--- src/rtl/irq_stat_pkg.sv ---
package irq_stat_pkg;

    localparam int unsigned REG_W  = 8;
    localparam int unsigned ADDR_W = 7;

    localparam logic [REG_W-1:0] STAT_A_DEFINED = 8'hC7;
    localparam logic [REG_W-1:0] STAT_B_DEFINED = 8'h0E;

    localparam logic [ADDR_W-1:0] ADR_STAT_A = 7'h07;
    localparam logic [ADDR_W-1:0] ADR_STAT_B = 7'h08;
    localparam logic [ADDR_W-1:0] ADR_EN_A   = 7'h09;
    localparam logic [ADDR_W-1:0] ADR_HI_A   = 7'h0A;
    localparam logic [ADDR_W-1:0] ADR_LO_A   = 7'h0B;
    localparam logic [ADDR_W-1:0] ADR_EN_B   = 7'h0C;
    localparam logic [ADDR_W-1:0] ADR_HI_B   = 7'h0D;
    localparam logic [ADDR_W-1:0] ADR_LO_B   = 7'h0E;

    typedef enum logic [1:0] {
        PIN_HIGH   = 2'b00,
        PIN_LOW    = 2'b01,
        PIN_OD     = 2'b10,
        PIN_OD_ALT = 2'b11
    } pin_style_e;

    typedef enum logic [1:0] {
        SENSE_RISE  = 2'b00,
        SENSE_FALL  = 2'b01,
        SENSE_LEVEL = 2'b10
    } sense_e;

    typedef struct packed {
        logic [REG_W-1:0] enable;
        logic [REG_W-1:0] mode_hi;
        logic [REG_W-1:0] mode_lo;
    } bank_cfg_t;

    typedef struct packed {
        logic level;
        logic oe;
    } pin_drv_t;

    function automatic sense_e sense_of(input logic hi, input logic lo);
        if (hi)
            return SENSE_LEVEL;
        else if (lo)
            return SENSE_FALL;
        return SENSE_RISE;
    endfunction

endpackage

--- src/rtl/irq_stat_bank.sv ---
module irq_stat_bank
    import irq_stat_pkg::*;
#(
    parameter logic [REG_W-1:0] DEFINED = 8'hFF
) (
    input  logic             clk,
    input  logic             rst,
    input  logic [REG_W-1:0] src_i,
    input  bank_cfg_t        cfg_i,
    input  logic             clr_i,
    output logic [REG_W-1:0] stat_o,
    output logic             hit_o
);

    for (genvar i = 0; i < REG_W; i++) begin : g_bit
        if (DEFINED[i]) begin : g_live
            logic   prev_q;
            logic   stat_q;
            sense_e sense;
            logic   edge_hit;

            always_comb begin
                sense = sense_of(cfg_i.mode_hi[i], cfg_i.mode_lo[i]);
                case (sense)
                    SENSE_RISE: edge_hit = src_i[i] & ~prev_q;
                    SENSE_FALL: edge_hit = ~src_i[i] & prev_q;
                    default:    edge_hit = 1'b0;
                endcase
            end

            always_ff @(posedge clk) begin
                if (rst) begin
                    prev_q <= 1'b0;
                    stat_q <= 1'b0;
                end else begin
                    prev_q <= src_i[i];
                    if (sense == SENSE_LEVEL)
                        stat_q <= src_i[i];
                    else if (edge_hit)
                        stat_q <= 1'b1;
                    else if (clr_i)
                        stat_q <= 1'b0;
                end
            end

            assign stat_o[i] = stat_q;

            // a rising source in rising mode sets the bit
            p_rise_sets_r2: assert property (@(posedge clk) disable iff (rst)
                (!cfg_i.mode_hi[i] && !cfg_i.mode_lo[i] && src_i[i] && !prev_q) |=> stat_q);

            // level mode tracks the sampled source
            p_level_track_r4: assert property (@(posedge clk) disable iff (rst)
                cfg_i.mode_hi[i] |=> (stat_q == $past(src_i[i])));

            // edge-latched bits hold until a read
            p_sticky_r5: assert property (@(posedge clk) disable iff (rst)
                (!cfg_i.mode_hi[i] && stat_q && !clr_i) |=> stat_q);

            // a read with no new edge clears an edge-latched bit
            p_clear_r5: assert property (@(posedge clk) disable iff (rst)
                (!cfg_i.mode_hi[i] && clr_i && !edge_hit) |=> !stat_q);
        end else begin : g_tie
            assign stat_o[i] = 1'b0;
        end
    end

    assign hit_o = |(stat_o & cfg_i.enable);

endmodule

--- src/rtl/irq_pin_fmt.sv ---
module irq_pin_fmt
    import irq_stat_pkg::*;
(
    input  logic       active_i,
    input  pin_style_e style_i,
    output pin_drv_t   drv_o
);

    always_comb begin
        case (style_i)
            PIN_HIGH: drv_o = '{level: active_i,  oe: 1'b1};
            PIN_LOW:  drv_o = '{level: ~active_i, oe: 1'b1};
            default:  drv_o = '{level: 1'b0,      oe: active_i};
        endcase
    end

endmodule

--- src/rtl/irq_status_ctrl.sv ---
module irq_status_ctrl
    import irq_stat_pkg::*;
(
    input  logic              clk,
    input  logic              rst,
    input  logic [REG_W-1:0]  evt_a_i,
    input  logic [REG_W-1:0]  evt_b_i,
    input  logic [ADDR_W-1:0] reg_addr_i,
    input  logic              reg_wr_i,
    input  logic              reg_rd_i,
    input  logic [REG_W-1:0]  reg_wdata_i,
    output logic [REG_W-1:0]  reg_rdata_o,
    input  logic [1:0]        pin_style_i,
    output logic              irq_pin_o,
    output logic              irq_oe_o
);

    bank_cfg_t        cfg_a_q, cfg_b_q;
    logic [REG_W-1:0] stat_a, stat_b;
    logic             hit_a, hit_b, irq_any;
    logic             clr_a, clr_b;
    pin_drv_t         drv;

    always_ff @(posedge clk) begin
        if (rst) begin
            cfg_a_q <= '0;
            cfg_b_q <= '0;
        end else if (reg_wr_i) begin
            case (reg_addr_i)
                ADR_EN_A: cfg_a_q.enable  <= reg_wdata_i & STAT_A_DEFINED;
                ADR_HI_A: cfg_a_q.mode_hi <= reg_wdata_i & STAT_A_DEFINED;
                ADR_LO_A: cfg_a_q.mode_lo <= reg_wdata_i & STAT_A_DEFINED;
                ADR_EN_B: cfg_b_q.enable  <= reg_wdata_i & STAT_B_DEFINED;
                ADR_HI_B: cfg_b_q.mode_hi <= reg_wdata_i & STAT_B_DEFINED;
                ADR_LO_B: cfg_b_q.mode_lo <= reg_wdata_i & STAT_B_DEFINED;
                default: ;
            endcase
        end
    end

    always_comb begin
        case (reg_addr_i)
            ADR_STAT_A: reg_rdata_o = stat_a;
            ADR_STAT_B: reg_rdata_o = stat_b;
            ADR_EN_A:   reg_rdata_o = cfg_a_q.enable;
            ADR_HI_A:   reg_rdata_o = cfg_a_q.mode_hi;
            ADR_LO_A:   reg_rdata_o = cfg_a_q.mode_lo;
            ADR_EN_B:   reg_rdata_o = cfg_b_q.enable;
            ADR_HI_B:   reg_rdata_o = cfg_b_q.mode_hi;
            ADR_LO_B:   reg_rdata_o = cfg_b_q.mode_lo;
            default:    reg_rdata_o = '0;
        endcase
    end

    assign clr_a = reg_rd_i && (reg_addr_i == ADR_STAT_A);
    assign clr_b = reg_rd_i && (reg_addr_i == ADR_STAT_B);

    irq_stat_bank #(.DEFINED(STAT_A_DEFINED)) u_bank_a (
        .clk(clk), .rst(rst), .src_i(evt_a_i), .cfg_i(cfg_a_q),
        .clr_i(clr_a), .stat_o(stat_a), .hit_o(hit_a)
    );

    irq_stat_bank #(.DEFINED(STAT_B_DEFINED)) u_bank_b (
        .clk(clk), .rst(rst), .src_i(evt_b_i), .cfg_i(cfg_b_q),
        .clr_i(clr_b), .stat_o(stat_b), .hit_o(hit_b)
    );

    assign irq_any = hit_a | hit_b;

    irq_pin_fmt u_pin (
        .active_i(irq_any),
        .style_i (pin_style_e'(pin_style_i)),
        .drv_o   (drv)
    );

    assign irq_pin_o = drv.level;
    assign irq_oe_o  = drv.oe;

    // configuration changes only on a write
    p_cfg_hold_r6: assert property (@(posedge clk) disable iff (rst)
        !reg_wr_i |=> ($stable(cfg_a_q) && $stable(cfg_b_q)));

    // undefined positions never hold configuration
    p_cfg_defined_r7: assert property (@(posedge clk) disable iff (rst)
        ((cfg_a_q.enable | cfg_a_q.mode_hi | cfg_a_q.mode_lo) & ~STAT_A_DEFINED) == '0 &&
        ((cfg_b_q.enable | cfg_b_q.mode_hi | cfg_b_q.mode_lo) & ~STAT_B_DEFINED) == '0);

    // any enabled pending status bit means an active interrupt
    p_any_active_r9: assert property (@(posedge clk) disable iff (rst)
        (((stat_a & cfg_a_q.enable) | (stat_b & cfg_b_q.enable)) != '0) |-> irq_any);

    // open drain never drives high
    p_od_release_r12: assert property (@(posedge clk) disable iff (rst)
        pin_style_i[1] |-> (!irq_pin_o && (irq_oe_o == irq_any)));

endmodule

--- config.mk ---
export PLATFORM = sky130hd
export DESIGN_NAME = irq_status_ctrl
export DESIGN_NICKNAME = d
export VERILOG_FILES = /design/src/rtl/irq_stat_pkg.sv /design/src/rtl/irq_stat_bank.sv /design/src/rtl/irq_pin_fmt.sv /design/src/rtl/irq_status_ctrl.sv
export SDC_FILE = /design/constraint.sdc
export NUM_CORES = 1
export LEC_CHECK = 0
export CAP_MARGIN = 20
export CORE_AREA = 2 2 78 80
export DETAILED_ROUTE_END_ITERATION = 10
export DIE_AREA = 0 0 80 82
export PLACE_DENSITY = 0.73
export SKIP_LAST_GASP = 1
export SLEW_MARGIN = 20
export SYNTH_ARGS = -nofsm -noshare
export SYNTH_HDL_FRONTEND = slang
export SYNTH_SLANG_ARGS = --single-unit
--- constraint.sdc ---
create_clock -name clk -period 2 [get_ports clk]
set_clock_uncertainty 0.1 [all_clocks]
set_input_delay 0.4 -clock clk [delete_from_list [all_inputs] [get_ports clk]]
set_output_delay 0.4 -clock clk [all_outputs]
set_load 0.05 [all_outputs]
==> summary.md, run 1 <==
| Metric | Value |
|---|---|
| Outcome | `finished, violations left` |
| Violations in the final reports | `negative setup slack` |
| Crit share post-route | `106%` |
| Largest driver fanout on the critical path | `5` |
| Aggregate routed wire length | `6370 µm` |
| Detailed-placement wirelength estimate | `4310 µm` |
| Area share of the leading cell type in the synthesized netlist | `36.5%` |
| Classification of the worst-slack hold path | `reg2reg` |
| Fraction of layout instances using a drive strength above 1 | `29.7%` |
| Period minus WS final | `2.13 ns` |
| Cell type contributing the most total cell area after synthesis | `sky130_fd_sc_hd__dfxtp_1` |
| Number of warnings issued by yosys | `0` |
| GRT Util Overall | `19.6%` |
| Worst IR Drop VDD | `0.304 mV` |
| Area Growth Syn to Fin | `40.1%` |
| Gr ovfl total | `0` |
| Part of the Yosys area used for sequential elements | `36.5%` |
| Setup repair after global routing missed its margin | `true` |
| Vertical die dimension | `82 µm` |
| CP cell instances | `buf_6, nor4b_4, nand2_2, o211ai_1, clkbuf_16` |
| Clock sinks | `40` |
| Setup CP Type | `in2out` |
| Endpoint kind of the worst setup timing path | `output port` |
| TritonCTS clock tree | `yes` |
| Commonest non-fill, non-tap cells in the layout | `35 x sky130_fd_sc_hd__dfxtp_1, 28 x sky130_fd_sc_hd__o21ai_0, 27 x sky130_fd_sc_hd__buf_4` |
| Final setup violation count | `6` |
| Total Negative Setup Slacks | `-0.441 ns` |
| Clock transition at the registers of the reported paths | `0.08 ns` |
| Worst hold-check slack | `0.404 ns` |
| Vias in the first global route | `2,100` |
| CTS buffer count | `5` |
| Antenna cell count | `0` |
| Proportion of synthesized flip-flops having asynchronous set or reset | `0%` |
| Area of the core | `5750 µm²` |
| Cell with the biggest individual delay on the critical path | `sky130_fd_sc_hd__nor4b_4` |
| Root Buffer Master | `sky130_fd_sc_hd__clkbuf_8` |
| Most frequently used flop master after synthesis | `sky130_fd_sc_hd__dfxtp_1` |
| Post-route DRC violation count | `0` |
| IO Count | `47` |
| Net count reported at finish | `343` |
| Wire length of the first global-routing pass | `9960 µm` |
| Initial Util | `38.2%` |
| Data arrival at the endpoint of the critical path | `1.63 ns` |
| Number of DRC violations after detailed-routing iteration 0 | `223` |
| Placement row count | `28` |
| Most common cell after layout, fill and taps aside | `sky130_fd_sc_hd__dfxtp_1` |
| Mean post-synth cell area | `8.85 µm²` |
| Pin count of the biggest net entering global routing | `47` |
| Max Transition Viols Final | `0` |
| Area of the die | `6560 µm²` |
| Post-route antenna net violation count | `0` |
| Startpoint kind of the worst setup timing path | `input pin` |
| Maximum capacitance violations | `0` |
| Routed wire length per instance | `16.7 µm` |
| Die extent in x | `80 µm` |
| Post-CTS Hold Fix Bufs | `0` |
| H-tree lvl count | `2` |
| Max Buffers Root-to-Sink | `2` |
| DRT Pass-1 Iters | `5` |
| Synthesized instance count | `248` |
| Max frequency | `0.471 GHz` |
| Clk_lat worst skew | `0.30 ns` |
| Number of register bits inferred by synthesis | `40` |
| PD cells | `532 nW/µm²` |
| Final critical-path setup slack | `-0.125 ns` |
| Number of antenna violations at the first check in global routing | `0` |
| Total of buffers placed on input and output ports | `34` |
| Number of flops mapped to enable cells by yosys | `0` |
| Worst stage delay on the critical path | `0.36 ns` |
| Reported leakage power | `1.08 nW` |
| Vias after detailed routing | `2,221` |
| GPL Wtd Cong | `0.888` |
| Most area-consuming cells after synthesis | `sky130_fd_sc_hd__dfxtp_1 36%, sky130_fd_sc_hd__o21ai_0 6.4%, sky130_fd_sc_hd__nor2b_1 6.0%` |
| Total standard cell area after synthesis | `2190 µm²` |
| CP Data Required Time | `1.50 ns` |
| Cell variety after synth | `45` |
| Per-cell via count in the routed design | `5.83` |
| Hold Violations, Final | `0` |
## synthesized netlist by cell type, types with 4 or more instances
| master | number |
|---|---|
| sky130_fd_sc_hd__o211ai_1 | 4 |
| sky130_fd_sc_hd__a22oi_1 | 9 |
| sky130_fd_sc_hd__buf_2 | 4 |
| sky130_fd_sc_hd__nor2b_1 | 21 |
| sky130_fd_sc_hd__o21ai_1 | 4 |
| sky130_fd_sc_hd__nand3_1 | 22 |
| sky130_fd_sc_hd__o21ai_0 | 28 |
| sky130_fd_sc_hd__clkbuf_1 | 6 |
| sky130_fd_sc_hd__nand2_1 | 5 |
| sky130_fd_sc_hd__nand3b_1 | 5 |
| sky130_fd_sc_hd__dfxtp_1 | 40 |
| sky130_fd_sc_hd__mux2i_1 | 10 |
| sky130_fd_sc_hd__nand2b_1 | 10 |
| sky130_fd_sc_hd__a311oi_1 | 5 |
| sky130_fd_sc_hd__a21oi_1 | 16 |
| sky130_fd_sc_hd__nand4_1 | 5 |
| sky130_fd_sc_hd__nor2_1 | 9 |
| sky130_fd_sc_hd__buf_4 | 4 |
## sequential cells by signal, summed over array words and instances, names as in the netlist
signal,count
u_bank_a.g_bit.g_live.stat_q,5
u_bank_b.g_bit.g_live.prev_q,3
u_bank_b.g_bit.g_live.stat_q,3
cfg_b_q,9
cfg_a_q,15
u_bank_a.g_bit.g_live.prev_q,5
## stage by stage
step                setup WS [ns]  util (%)  instance area (µm²)  instances  power, mW
floorplan                  -0.210         -                 2230        249      0.981
global placement           -0.439      49.4                 2840        368       1.10
detailed placement         -0.445      49.4                 2840        368       1.11
CTS                        -0.118      52.9                 3040        380       1.63
global route               -0.155      53.5                 3080        381       1.69
finish                     -0.125      53.5                 3080        381       1.64
## power breakdown
| group | internal (mW) | leakage (nW) | switching [mW] |
|---|---|---|---|
| registers | 0.818 | 0.329 | 0.0194 |
| logic | 0.145 | 0.714 | 0.137 |
| clock network | 0.237 | 0.0410 | 0.280 |
| total | 1.20 | 1.08 | 0.437 |
## worst paths after layout
| kind | startpoint | endpoint | slack, ns | cells past startpoint |
|---|---|---|---|---|
| setup reg to reg | cfg_b_q[9]$_SDFFE_PP0P_ | u_bank_b.g_bit[1].g_live.stat_q$_SDFFE_PP0P_ | 0.82 | 2 |
| hold reg to reg | cfg_a_q[23]$_SDFFE_PP0P_ | cfg_a_q[23]$_SDFFE_PP0P_ | 0.40 | 2 |
| setup / recovery | reg_addr_i[4] | reg_rdata_o[2] | -0.13 | 5 |
| hold / removal | cfg_a_q[23]$_SDFFE_PP0P_ | cfg_a_q[23]$_SDFFE_PP0P_ | 0.40 | 2 |
## worst max-delay path: cells and delay by family
family          cells  cell delay [ns]
simple gates        2             0.53
buf+inv             2             0.34
compound gates      1             0.35
## layout make-up
cell class                 instances  area [µm²]
clock buffer                       6        72.6
clock inverter                     1        5.00
fill                             532        2670
multi-input combinational        190        1380
sequential                        40         810
tap                               75        93.8
timing repair buffer              69         714
## per-layer routing
| layer | GRT usage, % | vias up | wire [µm] |
|---|---|---|---|
| met3 | 5.27 | 18 | 464 |
| met5 | 0 | - | 0 |
| met4 | 6.10 | 0 | 124 |
| met2 | 32.2 | 99 | 3060 |
| met1 | 25.3 | 1066 | 2720 |
| li1 | - | 1038 | - |
## logic make-up (layout without fill, tap and decap cells)
kind of cell	after synthesis	after routing	share of synthesized area [%]
AOI/OAI and AO/OA	72	72	19.3
buffers and inverters	19	76	5.93
DFF	40	40	36.5
muxes	14	14	7.64
other	1	2	0.171
and+or+nand+nor	102	102	30.5
## repair_timing
item                       4_1_cts  5_1_grt
gates cloned                     1        0
pin swaps                        8        9
resized for setup               52       13
setup buffers                    4        1
setup endpoints to repair        7        7
Power figures use the tool's default switching activity.
==> inputs of run 2 (changes only) <==
- CORE_AREA: 2 2 78 80 -> 2 2 70 88
- CTS_CLUSTER_DIAMETER: default -> 200
- DIE_AREA: 0 0 80 82 -> 0 0 72 90
- PLACE_DENSITY: 0.73 -> 0.74
- SLEW_MARGIN: 20 -> default
==> summary.md, run 2 (synthesized netlist as in run 1, its figures left out) <==
| Metric | Value |
|---|---|
| Comb pwr share | `16.4%` |
| Violations in the final reports | `negative setup slack` |
| Clock sinks | `40` |
| Cell Count Post-Placement | `356` |
| Final core area utilization | `54.2%` |
| IO Count | `47` |
| Wire length on met3 | `492 µm` |
| Routed wl met2 | `3170 µm` |
| GPL Wtd Cong | `0.948` |
| Area of the core | `5700 µm²` |
| CP bufs+invs | `1` |
| Setup slack after placement | `-0.449 ns` |
| Die extent in x | `72 µm` |
| Sequential Power Share | `49.6%` |
| Net count reported at finish | `343` |
| Most common cell after layout, fill and taps aside | `sky130_fd_sc_hd__dfxtp_1` |
| Post-route DRC violation count | `0` |
| Endpoint kind of the worst setup timing path | `output port` |
| Startpoint kind of the worst setup timing path | `register` |
| Cell with the biggest individual delay on the critical path | `sky130_fd_sc_hd__dfxtp_1` |
| Fraction of layout instances using a drive strength above 1 | `29.0%` |
| Reported leakage power | `1.10 nW` |
| Final critical-path setup slack | `-0.0571 ns` |
| Routed wire length per instance | `16.6 µm` |
| Classification of the worst-slack hold path | `reg2reg` |
| Data arrival at the endpoint of the critical path | `1.56 ns` |
| Period minus WS final | `2.06 ns` |
| Worst stage delay on the critical path | `0.34 ns` |
| Post-CTS Hold Fix Bufs | `0` |
| Max Transition Viols Final | `0` |
| Register name with the most flops | `cfg_a_q` |
| Post-route antenna net violation count | `0` |
| Clock transition at the registers of the reported paths | `0.08 ns` |
| H-tree lvl count | `2` |
| Switching power | `0.444 mW` |
| Largest registers ranked by flip-flop count | `cfg_a_q x15, cfg_b_q x9` |
| Area Growth Syn to Fin | `40.9%` |
| Setup repair after global routing missed its margin | `true` |
| Maximum capacitance violations | `0` |
| Pin count of the biggest net entering global routing | `47` |
| Aggregate routed wire length | `6200 µm` |
| Total of buffers placed on input and output ports | `34` |
| Largest driver fanout on the critical path | `3` |
| Relative contribution of the clock network to total power | `34.0%` |
| Outcome | `finished, violations left` |
| DRT Pass-1 Iters | `4` |
| Antenna cell count | `0` |
| Max frequency | `0.486 GHz` |
| Max Buffers Root-to-Sink | `2` |
| Commonest non-fill, non-tap cells in the layout | `37 x sky130_fd_sc_hd__dfxtp_1, 28 x sky130_fd_sc_hd__o21ai_0, 27 x sky130_fd_sc_hd__buf_4` |
| Gr ovfl total | `0` |
| GRT Util Overall | `20.3%` |
| Max FFs per register | `15` |
| Dominant delay contributor by cell family on the critical path | `flip-flops` |
| Area of the die | `6480 µm²` |
| Per-cell via count in the routed design | `5.87` |
| Vertical die dimension | `90 µm` |
| Number of antenna violations at the first check in global routing | `0` |
| Vias in the first global route | `2,181` |
| CP cell instances | `a22oi_1, and4_4, mux2_4, buf_12` |
| Setup CP Type | `reg2out` |
| Clk_lat worst skew | `0.29 ns` |
| Initial Util | `38.5%` |
| Vias after detailed routing | `2,188` |
| Wire length of the first global-routing pass | `10,500 µm` |
| Hold Violations, Final | `0` |
| DRT met1 WL | `2370 µm` |
| Root Buffer Master | `sky130_fd_sc_hd__clkbuf_8` |
| CP Data Required Time | `1.50 ns` |
| Number of DRC violations after detailed-routing iteration 0 | `216` |
| Total power | `1.69 mW` |
| Switching share of power | `26.3%` |
| Placement row count | `31` |
| PD cells | `545 nW/µm²` |
| Total Negative Setup Slacks | `-0.129 ns` |
| Detailed-placement wirelength estimate | `4350 µm` |
| Crit share post-route | `103%` |
| Top Metal Used | `met4` |
| Worst IR Drop VDD | `0.306 mV` |
| Final std cells w/o fill | `373` |
| TritonCTS clock tree | `yes` |
| CTS buffer count | `5` |
| Final setup violation count | `4` |
| Internal power consumption | `1.24 mW` |
==> run 2: worst register-to-register path, cell delays in order (launching register included) <==
cell and delay [ns]:
sky130_fd_sc_hd__dfxtp_1 0.34, sky130_fd_sc_hd__or4bb_1 0.50, sky130_fd_sc_hd__a31oi_1 0.16
==> run 2: final cells by class <==
class                      count  area [µm²]
tap                           66        82.6
clock buffer                   7        86.3
sequential                    40         807
clock inverter                 1        7.51
fill                         489        2610
timing repair buffer          69         729
multi-input combinational    190        1380
==> run 2: routing by layer <==
layer	up-vias	track usage, %
met4	0	8.96
met1	1027	24.7
li1	1035	-
met5	-	0
met2	109	33.6
met3	17	4.48
==> run 2: power by group through the flow <==
stage	Sequential, mW	Combinational (mW)	Clock, mW
5_1_grt	0.839	0.296	0.619
4_1_cts	0.834	0.270	0.580
3_5_place_dp	0.853	0.251	0
6_report	0.836	0.277	0.573
3_3_place_gp	0.853	0.247	0
2_1_floorplan	0.847	0.135	0
==> run 2: worst paths after layout <==
| check | cells past startpoint | startpoint | slack, ns | endpoint |
|---|---|---|---|---|
| min | 2 | cfg_a_q[15]$_SDFFE_PP0P_ | 0.41 | cfg_a_q[15]$_SDFFE_PP0P_ |
| max reg2reg | 2 | cfg_b_q[11]$_SDFFE_PP0P_ | 0.83 | u_bank_b.g_bit[3].g_live.stat_q$_SDFFE_PP0P_ |
| max | 4 | u_bank_a.g_bit[6].g_live.stat_q$_SDFFE_PP0P_ | -0.06 | irq_pin_o |
| min reg2reg | 2 | cfg_a_q[15]$_SDFFE_PP0P_ | 0.41 | cfg_a_q[15]$_SDFFE_PP0P_ |
==> run 2: repair_timing <==
action                     in CTS  in global routing
gates resized for setup        58                 11
buffers inserted                8                  1
pin swaps                      11                  7
setup endpoints to repair       9                  8
==> run 2: per-stage QoR <==
stage,hold WS (ns),cell area (µm²)
CTS,0.411,3070
global route,0.420,3090
global placement,0.379,2800
finish,0.407,3090
floorplan,0.364,2230
detailed placement,0.396,2800
